## config.mk

```make
export PLATFORM = sky130hd
export DESIGN_NAME = quad_reg_core
export DESIGN_NICKNAME = d
export VERILOG_FILES = /design/src/rtl/quad_core_pkg.sv /design/src/rtl/qc_imem.sv /design/src/rtl/qc_decode.sv /design/src/rtl/qc_regfile.sv /design/src/rtl/qc_dmem.sv /design/src/rtl/quad_reg_core.sv
export SDC_FILE = /design/constraint.sdc
export NUM_CORES = 2
export LEC_CHECK = 0
export BUFFER_PORTS_ARGS = -buffer_cell sky130_fd_sc_hd__buf_2
export CAP_MARGIN = 10
export CORE_UTILIZATION = 40
export CTS_CLUSTER_SIZE = 8
export DETAILED_ROUTE_END_ITERATION = 10
export PLACE_DENSITY = 0.6
export SLEW_MARGIN = 20
export SYNTH_ARGS = -nofsm -noshare
export SYNTH_HDL_FRONTEND = slang
export SYNTH_SLANG_ARGS = --single-unit
```

## constraint.sdc

```tcl
create_clock -name clk -period 8.5 [get_ports clk]
set_input_delay 1.7 -clock clk [delete_from_list [all_inputs] [get_ports clk]]
set_output_delay 1.7 -clock clk [all_outputs]
set_load 0.02 [all_outputs]
```

## src/rtl/quad_core_pkg.sv

```systemverilog
// Shared definitions for the four-register core: field positions, opcodes
// and the decoded-instruction record. Assumes a fixed 32-bit instruction.
package quad_core_pkg;

    localparam int INSTR_W = 32;
    localparam int OPC_LSB = 28;
    localparam int RA_LSB  = 26;
    localparam int RB_LSB  = 24;
    localparam int K_W     = 16;

    typedef enum logic [3:0] {
        OP_LDI = 4'd0,
        OP_MOV = 4'd1,
        OP_ST  = 4'd2,
        OP_LD  = 4'd3,
        OP_ADD = 4'd4,
        OP_SUB = 4'd5,
        OP_BEQ = 4'd6,
        OP_JMP = 4'd7,
        OP_RET = 4'd8,
        OP_SYS = 4'd9
    } opcode_e;

    localparam logic [3:0]     LAST_OPC    = 4'd9;
    localparam logic [K_W-1:0] SYS_EMIT_R0 = 16'd3;

    typedef struct packed {
        opcode_e        op;
        logic           bad;
        logic [1:0]     ra;
        logic [1:0]     rb;
        logic [K_W-1:0] k;
    } dec_t;

endpackage

```

## src/rtl/qc_imem.sv

```systemverilog
// Instruction store: one synchronous write port for the host and one
// combinational read port for fetch. Contents have no reset.
module qc_imem #(
    parameter int AW = 6,
    parameter int DW = 32
) (
    input  logic          clk,
    input  logic          we,
    input  logic [AW-1:0] waddr,
    input  logic [DW-1:0] wdata,
    input  logic [AW-1:0] raddr,
    output logic [DW-1:0] rdata
);
    localparam int DEPTH = 1 << AW;

    logic [DW-1:0] mem [DEPTH];

    // Host write of one instruction word.
    always_ff @(posedge clk) begin
        if (we) mem[waddr] <= wdata;
    end

    // Fetch read, same cycle.
    assign rdata = mem[raddr];
endmodule

```

## src/rtl/qc_decode.sv

```systemverilog
// Instruction decoder: splits the word into fields and flags encodings
// outside the defined set (unknown opcode or unsupported call code).
module qc_decode
    import quad_core_pkg::*;
(
    input  logic [INSTR_W-1:0] instr,
    output dec_t               dec
);
    logic [3:0] opc_raw;
    logic       unused_spare;

    assign opc_raw      = instr[OPC_LSB +: 4];
    assign unused_spare = ^instr[23:16];

    // Field extraction and legality check.
    always_comb begin
        dec.op  = opcode_e'(opc_raw);
        dec.ra  = instr[RA_LSB +: 2];
        dec.rb  = instr[RB_LSB +: 2];
        dec.k   = instr[K_W-1:0];
        dec.bad = (opc_raw > LAST_OPC) ||
                  ((opc_raw == OP_SYS) && (instr[K_W-1:0] != SYS_EMIT_R0));
    end
endmodule

```

## src/rtl/qc_regfile.sv

```systemverilog
// General register file: two indexed read ports, a fixed read of
// register 0 for the output call, one write port; cleared by reset.
module qc_regfile #(
    parameter int NREG = 4,
    parameter int DW   = 32
) (
    input  logic                    clk,
    input  logic                    rst_n,
    input  logic                    we,
    input  logic [$clog2(NREG)-1:0] waddr,
    input  logic [DW-1:0]           wdata,
    input  logic [$clog2(NREG)-1:0] raddr_a,
    input  logic [$clog2(NREG)-1:0] raddr_b,
    output logic [DW-1:0]           rdata_a,
    output logic [DW-1:0]           rdata_b,
    output logic [DW-1:0]           rdata_0
);
    localparam int AW = $clog2(NREG);

    logic [NREG-1:0][DW-1:0] regs_q;
    logic [NREG-1:0]         wen;

    // One write-enable per register.
    for (genvar g = 0; g < NREG; g++) begin : g_wen
        assign wen[g] = we && (waddr == AW'(g));
    end

    // Register update with synchronous clear.
    always_ff @(posedge clk) begin
        for (int i = 0; i < NREG; i++) begin
            if (!rst_n)      regs_q[i] <= '0;
            else if (wen[i]) regs_q[i] <= wdata;
        end
    end

    assign rdata_a = regs_q[raddr_a];
    assign rdata_b = regs_q[raddr_b];
    assign rdata_0 = regs_q[0];
endmodule

```

## src/rtl/qc_dmem.sv

```systemverilog
// Data store: single address, synchronous write and registered read
// (read data is valid the cycle after the address). No reset.
module qc_dmem #(
    parameter int AW = 6,
    parameter int DW = 32
) (
    input  logic          clk,
    input  logic          we,
    input  logic [AW-1:0] addr,
    input  logic [DW-1:0] wdata,
    output logic [DW-1:0] rdata
);
    localparam int DEPTH = 1 << AW;

    logic [DW-1:0] mem [DEPTH];

    // Write and registered read on the same address.
    always_ff @(posedge clk) begin
        if (we) mem[addr] <= wdata;
        rdata <= mem[addr];
    end
endmodule

```

## src/rtl/quad_reg_core.sv

```systemverilog
// Four-register sequencing core. Fetches from the instruction store at
// pc_q, executes one operation per cycle (loads take two), and stops on a
// return or an undefined encoding. Assumes IMEM_AW and DMEM_AW <= 16.
module quad_reg_core
    import quad_core_pkg::*;
#(
    parameter int DATA_W  = 32,
    parameter int IMEM_AW = 6,
    parameter int DMEM_AW = 6
) (
    input  logic               clk,
    input  logic               rst_n,
    input  logic               imem_we,
    input  logic [IMEM_AW-1:0] imem_addr,
    input  logic [31:0]        imem_wdata,
    output logic [DATA_W-1:0]  out_data,
    output logic               out_valid,
    output logic               halted,
    output logic               illegal
);
    localparam int NREG = 4;
    localparam int RAW  = $clog2(NREG);

    logic [IMEM_AW-1:0] pc_q, pc_nxt;
    logic               load_wait_q, halted_q, illegal_q;
    logic [INSTR_W-1:0] instr;
    dec_t               dec;
    logic [DATA_W-1:0]  ra_val, rb_val, r0_val, dm_rdata;
    logic               rf_we, dm_we;
    logic [DATA_W-1:0]  rf_wdata;
    logic               go_ret, go_bad, go_emit, go_load;
    logic               unused_k;

    assign unused_k = ^dec.k;

    qc_imem #(.AW(IMEM_AW), .DW(INSTR_W)) imem_i (
        .clk   (clk),
        .we    (imem_we),
        .waddr (imem_addr),
        .wdata (imem_wdata),
        .raddr (pc_q),
        .rdata (instr)
    );

    qc_decode dec_i (
        .instr (instr),
        .dec   (dec)
    );

    qc_regfile #(.NREG(NREG), .DW(DATA_W)) rf_i (
        .clk     (clk),
        .rst_n   (rst_n),
        .we      (rf_we),
        .waddr   (RAW'(dec.rb)),
        .wdata   (rf_wdata),
        .raddr_a (RAW'(dec.ra)),
        .raddr_b (RAW'(dec.rb)),
        .rdata_a (ra_val),
        .rdata_b (rb_val),
        .rdata_0 (r0_val)
    );

    qc_dmem #(.AW(DMEM_AW), .DW(DATA_W)) dm_i (
        .clk   (clk),
        .we    (dm_we),
        .addr  (dec.k[DMEM_AW-1:0]),
        .wdata (ra_val),
        .rdata (dm_rdata)
    );

    // Execute: register write, store, next index and stop conditions.
    always_comb begin
        rf_we    = 1'b0;
        rf_wdata = ra_val;
        dm_we    = 1'b0;
        pc_nxt   = pc_q + 1'b1;
        go_ret   = 1'b0;
        go_bad   = 1'b0;
        go_emit  = 1'b0;
        go_load  = 1'b0;
        if (halted_q) begin
            pc_nxt = pc_q;
        end else if (load_wait_q) begin
            rf_we    = 1'b1;
            rf_wdata = dm_rdata;
        end else if (dec.bad) begin
            go_bad = 1'b1;
            pc_nxt = pc_q;
        end else begin
            case (dec.op)
                OP_LDI: begin
                    rf_we    = 1'b1;
                    rf_wdata = {{(DATA_W-K_W){1'b0}}, dec.k};
                end
                OP_MOV: begin
                    rf_we    = 1'b1;
                    rf_wdata = ra_val;
                end
                OP_ST:  dm_we = 1'b1;
                OP_LD: begin
                    go_load = 1'b1;
                    pc_nxt  = pc_q;
                end
                OP_ADD: begin
                    rf_we    = 1'b1;
                    rf_wdata = rb_val + ra_val;
                end
                OP_SUB: begin
                    rf_we    = 1'b1;
                    rf_wdata = rb_val - ra_val;
                end
                OP_BEQ: if (ra_val == rb_val) pc_nxt = dec.k[IMEM_AW-1:0];
                OP_JMP: pc_nxt = dec.k[IMEM_AW-1:0];
                OP_RET: begin
                    go_ret = 1'b1;
                    pc_nxt = pc_q;
                end
                OP_SYS: go_emit = 1'b1;
                default: begin
                    go_bad = 1'b1;
                    pc_nxt = pc_q;
                end
            endcase
        end
    end

    // Control state and output registers.
    always_ff @(posedge clk) begin
        if (!rst_n) begin
            pc_q        <= '0;
            load_wait_q <= 1'b0;
            halted_q    <= 1'b0;
            illegal_q   <= 1'b0;
            out_valid   <= 1'b0;
            out_data    <= '0;
        end else begin
            pc_q        <= pc_nxt;
            load_wait_q <= go_load;
            out_valid   <= go_emit;
            if (go_emit) out_data <= r0_val;
            if (go_ret || go_bad) halted_q <= 1'b1;
            if (go_bad) illegal_q <= 1'b1;
        end
    end

    assign halted  = halted_q;
    assign illegal = illegal_q;
endmodule

```

# ---- Yosys cells after proc, flatten, opt, wreduce, memory -nomap -nowiden
# Memory sizes are Yosys's and may differ from the RTL's. A register that Yosys moved wholly into a read port is not among the register bits.
# Index checks and enable logic that the tools add are counted.
dict set report op_classes {
  add_sub_neg 3
  mul 0
  div_mod_pow 0
  n_lt_le_gt_ge 3
  eq_ne 15
  shifts 0
  muxes 39
  bitwise_logic 2
  n_reduce_logical 15
}
# op n
set op_table {}
lappend op_table {{$mux 32} 5}
lappend op_table {{$bmux 32 s2} 2}
lappend op_table {{$pmux 32 s3} 1}
lappend op_table {{$add 32x32->32} 1}
lappend op_table {{$eq 32x32->1} 1}
lappend op_table {{$sub 32x32->32} 1}
lappend op_table {{$mux 6} 5}
lappend op_table {{$mux 1} 25}
lappend op_table {{$pmux 6 s3} 1}
lappend op_table {{$eq 4x3->1 const B} 4}
lappend op_table {{$ne 16x2->1 const B} 1}
lappend op_table {{$reduce_or 10->1} 1}
lappend op_table {{$eq 4x2->1 const B} 2}
lappend op_table {{$eq 4x4->1 const B} 2}
lappend op_table {{$reduce_or 4->1} 2}
lappend op_table {{$add 6x1->6 const B} 1}
lappend op_table {{$lt 2x3->1 const B} 2}
lappend op_table {{$reduce_or 6->1} 1}
lappend op_table {{$logic_and 1x1->1} 5}
lappend op_table {{$eq 2x2->1 const B} 2}
lappend op_table {{$eq 4x1->1 const B} 1}
lappend op_table {{$gt 4x4->1 const B} 1}
lappend op_table {{$logic_not 4->1} 1}
lappend op_table {{$reduce_bool 4->1} 1}
lappend op_table {{other kinds (6)} 8}
dict set report word_totals {
  ff_bits 170
  latch_bits 0
  mem_bits_rw 4096
  romBits 0
  input_bits 41
  output_inout_bits 35
  word_cells 89
  mem_count 2
}
# name words word_bits rd rd_clocked_by_memory_dff wr line_no
set memory_table {}
lappend memory_table {dm_i.mem 64 32 1 1 1 qc_dmem.sv:15} ;# logic [DW-1:0] mem [DEPTH];
lappend memory_table {imem_i.mem 64 32 1 1 1 qc_imem.sv:16} ;# logic [DW-1:0] mem [DEPTH];

# ---- Logic depth before layout (Yosys ltp)
dict set report depth {
  word_depth 9
  depth_mapped 29
  ltp_nobuf 21
}

# ---- By module
# A second synthesis with hierarchy kept.
dict set report unflattened {
  cells_unflattened 9035
  area_unflattened_um2 169752.8
}
# module n_inst cells_per_inst area_each_um2 seq_area_each_um2
set by_module_without_submodules {}
lappend by_module_without_submodules {qc_dmem 1 4239 78928.2 62139.6}
lappend by_module_without_submodules {qc_imem 1 3292 77874.7 61499.0}
lappend by_module_without_submodules {qc_regfile 1 565 6597.6 2562.5}
lappend by_module_without_submodules {quad_reg_core 1 907 6120.9 840.8}
lappend by_module_without_submodules {qc_decode 1 32 231.5 0.0}

# ---- Worst setup path before layout
# No wires, ideal clock.
dict set report synth_timing {
  kind {reg-to-reg}
  start {register (tool-made name)}
  end {register rf_i.regs_q[125] (netlist bit)}
  setup_time_ps 136
  arrival_time_ps 7772
  required_ps 8364
  setup_slack_ps 592
  stages_incl_launch_ff 26
  n_path_buf 8
  synth_period_minus_slack_ps 7908
  cell_sequence {dfxtp_1 -> buf_6 -> buf_6 -> buf_6 -> buf_6 -> buf_4 -> mux2i_1 -> nor3_1 -> nor4_1 -> or2_2 -> buf_2 -> buf_1 -> nor2_1 -> a21oi_1 -> inv_1 -> ha_1 -> clkbuf_1 -> a21oi_1 -> o211a_1 -> or4b_2 -> a2111oi_0 -> nor3_1 -> a211oi_1 -> xor2_1 -> a222oi_1 -> a21oi_1}
}
# element line_no
set synth_lines {}
lappend synth_lines {{to (signal, indexed assignment)} qc_regfile.sv:32} ;# else if (wen[i]) regs_q[i] <= wdata;
lappend synth_lines {{to (decl)} qc_regfile.sv:20} ;# logic [NREG-1:0][DW-1:0] regs_q;

==> impl_metrics.tcl <==
set metrics [dict create \
    status "finished, final reports clean" \
    final.min_clock_period_ns 8.02 \
    antenna_found_initial 24 \
    cp.arrival_ns 8.77 \
    slowest_delay_ns 0.88 \
    cp_top_family "compound AO/OA/AOI/OAI gates" \
    coreArea_mm2 0.363 \
    netSwitchingFraction_pct 31.3 \
    multi_input_area_mm2 0.0323 \
    worst_pin_slew_ns 1.33 \
    crit_required_ns 9.25 \
    die_w_um 606 \
    drt_iter0_drc 11300 \
    cp-end-kind "register" \
    fin_worst_skew_ns 0.0903 \
    grt-ovfl-total 0 \
    r2r_end "rf_i.regs_q[63]" \
    timing.hold.ws_ns 0.476 \
    crit_fanout 39 \
    crit_top_cell "buf_4" \
    p_int_w 0.0384 \
    fin_nets 8700 \
    worstHoldEndpoint "rf_i.regs_q[72]" \
    hold_depth 2 \
    cts_buffer_depth 4 \
    power_frac_seq_pct 40.8 \
    ir_drop_mv 0.241 \
    hp-class "reg -> reg" \
    cts_setup_buffers 0 \
    numPortBuffers 67 \
    ff2ff_setup_slack_ns 0.48 \
    ctsHoldBuffers 0 \
    path_clk_slew_ns 0.05 \
    fin_cells 13500 \
    clkSinkCount 3792 \
    gr-usage-all-layers_pct 23.6 \
    vias 83300 \
    leakage_nw 53.8 \
    layout_commonest_cell "edfxtp_1" \
    rr_worst_depth 23 \
    grt_pass1_vias 81800 \
    final-seq-area_mm2 0.112 \
    start_util_pct 40.2 \
    area_delta_synth_final_pct 16.6 \
    async_flop_share_pct 0 \
    worstSkewPairLatency_ns 0.94 \
    syn-num-nets 8154 \
    dp_cells 12800 \
    slew_headroom_pct 10.7 \
    nFillCells 30000 \
    crit_chain "buf_12 > buf_4 > mux4_2 > mux2_2 > a2111oi_1 > buf_4 > nor2_4 > buf_4 > mux2i_1 > ha_1 > nor2b_1 > o21a_1 > o21ai_0 > a211oi_1 > buf_4 > nor3_1 > nor3_1 > nor2b_1 > o21ai_0 > xnor2_1 > a221oi_2 > buf_4 > o31ai_1" \
    postSynthAreaPerCell_um2 18.1 \
    cts_tree "yes" \
    htreeDepth 6 \
    vias_per_cell 6.16 \
    p_comb_share_pct 24.5 \
    yosys_register_bits 3792 \
    post-route-util_pct 46.9 \
    start_kind "register" \
    netlist_area_mm2 0.146 \
    synthCells 8047 \
    fin_setup_tns_ns 0 \
    slew_violations 0 \
    drtPass1Iterations 8 \
    place_hpwl_mm 254 \
    finalSetupViolCount 0 \
    final_hold_viol_count 0 \
    yosys_warnings 0 \
    die-area_mm2 0.367 \
    post-route-drc-count 0 \
    wl_per_cell_um 32.7 \
    ios 76 \
    pwr-share-clk_pct 34.7 \
    cts-root-buf "clkbuf_16" \
    power_density_mw_per_mm2 329 \
    fp.dieH_um 606 \
    ctsResizeCount 0 \
    finalCritPeriodShare_pct 94.4 \
    fmax_mhz 125 \
    synth_edf_count 3584 \
    drive_gt1_share_pct 20.6 \
    synth-main-ff-cell "edfxtp_1" \
    synth_cell_types 99 \
    gp_congestion 0.898 \
    ant_nets 0 \
    rsz0062_at_grt "false" \
    drv_cap 0 \
    grt_pass1_wl_mm 618 \
    synth_seq_area_share_pct 76.7 \
    wirelength_mm 442 \
    crit_slowest_cell "dfxtp_4" \
    holdCritStartpoint "rf_i.regs_q[72]" \
    rows 221 \
    power.switching_w 0.0175 \
    critPathKind "reg -> reg" \
    most-common-layout-cells "edfxtp_1 (3584), clkbuf_16 (567), a22oi_1 (442), mux4_2 (405), buf_4 (388)" \
    cp.buffers_inverters 6 \
    grt_max_degree 100 \
    cts_buffers 548 \
]
[worst max-delay path by stage]
stage                   from                to  cells after the start
floorplan           register  rf_i.regs_q[125]                     25
global placement    register  rf_i.rdata_0[31]                     23
detailed placement  register   rf_i.regs_q[63]                     23
CTS                 register   rf_i.regs_q[63]                     23
global route        register   rf_i.regs_q[63]                     23
finish              register   rf_i.regs_q[63]                     23
[through the flow]
stage	power, W	cell area (um^2)	worst slack (ns)
global placement	0.0364	155000	0.488
finish	0.0559	170000	0.479
CTS	0.0560	170000	0.522
global route	0.0575	170000	0.205
floorplan	0.0304	146000	0.592
detailed placement	0.0366	155000	0.554
[metal layers]
layer | global-route usage (%) | up-vias | wire length (um)
li1 | - | 34400 | -
met1 | 31.8 | 43500 | 172000
met2 | 37.6 | 4586 | 208000
met3 | 4.26 | 813 | 40900
met4 | 10.5 | 6 | 20800
met5 | 0 | - | 40
[state kept, by name (all words and copies together) (netlist names), named ones only]
name	count
rf_i.regs_q	96
rf_i.rdata_0	32
out_data	32
dm_i.mem	2048
imem_i.mem	1536
out_valid	1
illegal	1
halted	1
pc_q	6
dm_i.rdata	32
load_wait_q	1
[synth_stat cells (all sizes together) (6+ instances only)]
cell type	n	area, um^2
a221oi	281	2470
nor3	64	335
o21ai	155	783
o221ai	7	61.3
nor3b	9	77.6
a22oi	442	3320
mux2i	143	1430
a2111oi	8	77.6
clkbuf	251	942
mux2	55	619
nand2b	24	150
xor2	10	87.6
buf	259	1500
a222oi	89	891
or2	10	62.6
a31oi	131	820
a21o	30	226
a211o	9	78.8
a22o	276	2420
dfxtp	208	4160
o21a	6	45.0
or3	12	75.1
nor2	375	1410
o21bai	14	105
nand2	244	916
mux4	405	9120
a211oi	31	248
nand4	53	332
ha	64	801
nor4	13	100
edfxtp	3584	108000
o311ai	7	61.3
inv	84	315
nand3	214	1070
and3	14	87.6
xnor2	16	148
and2	8	50.1
a21oi	293	1470
nand3b	8	60.1
o211ai	9	67.6
o31ai	15	113
o22ai	30	188
nor2b	24	150
[worst reg2reg max path, cell delays in order, from the launching register on]
cell,delay [ns]
dfxtp_4,0.88
buf_12,0.41
buf_4,0.35
mux4_2,0.53
mux2_2,0.29
a2111oi_1,0.69
buf_4,0.26
nor2_4,0.16
buf_4,0.34
mux2i_1,0.50
ha_1,0.39
nor2b_1,0.16
o21a_1,0.20
o21ai_0,0.39
a211oi_1,0.15
buf_4,0.18
nor3_1,0.60
nor3_1,0.22
nor2b_1,0.21
o21ai_0,0.15
xnor2_1,0.16
a221oi_2,0.33
buf_4,0.22
o31ai_1,0.08
[power by group through the flow]
stage | clock network [W] | registers (W) | logic, W
2_1_floorplan | 0 | 0.0230 | 0.00746
6_report | 0.0194 | 0.0228 | 0.0137
4_1_cts | 0.0196 | 0.0228 | 0.0136
3_3_place_gp | 0 | 0.0231 | 0.0133
3_5_place_dp | 0 | 0.0231 | 0.0135
5_1_grt | 0.0204 | 0.0228 | 0.0143
[area by class of cell]
type	instances	share of cell area, %
Tap cell	4794	3.53
Multi-Input combinational cell	3660	19.0
Sequential cell	3792	65.8
Inverter	85	0.188
Antenna cell	9	0.0133
Clock buffer	647	8.53
Clock inverter	35	0.328
Timing Repair Buffer	506	2.61
[cell families (layout without fill, tap and decap cells)]
family,after synthesis,in the layout,share of synthesized area (%)
xor gates and xnor gates,26,26,0.161
buffers and inverters,595,1273,1.90
and+or+nand+nor,1093,1093,3.48
muxes,603,603,7.67
AOI/OAI and AO/OA,1872,1872,9.49
other,0,9,0
DFF,3792,3792,76.7
adders and majority gates,66,66,0.577
(Power assumes the default switching activity.)
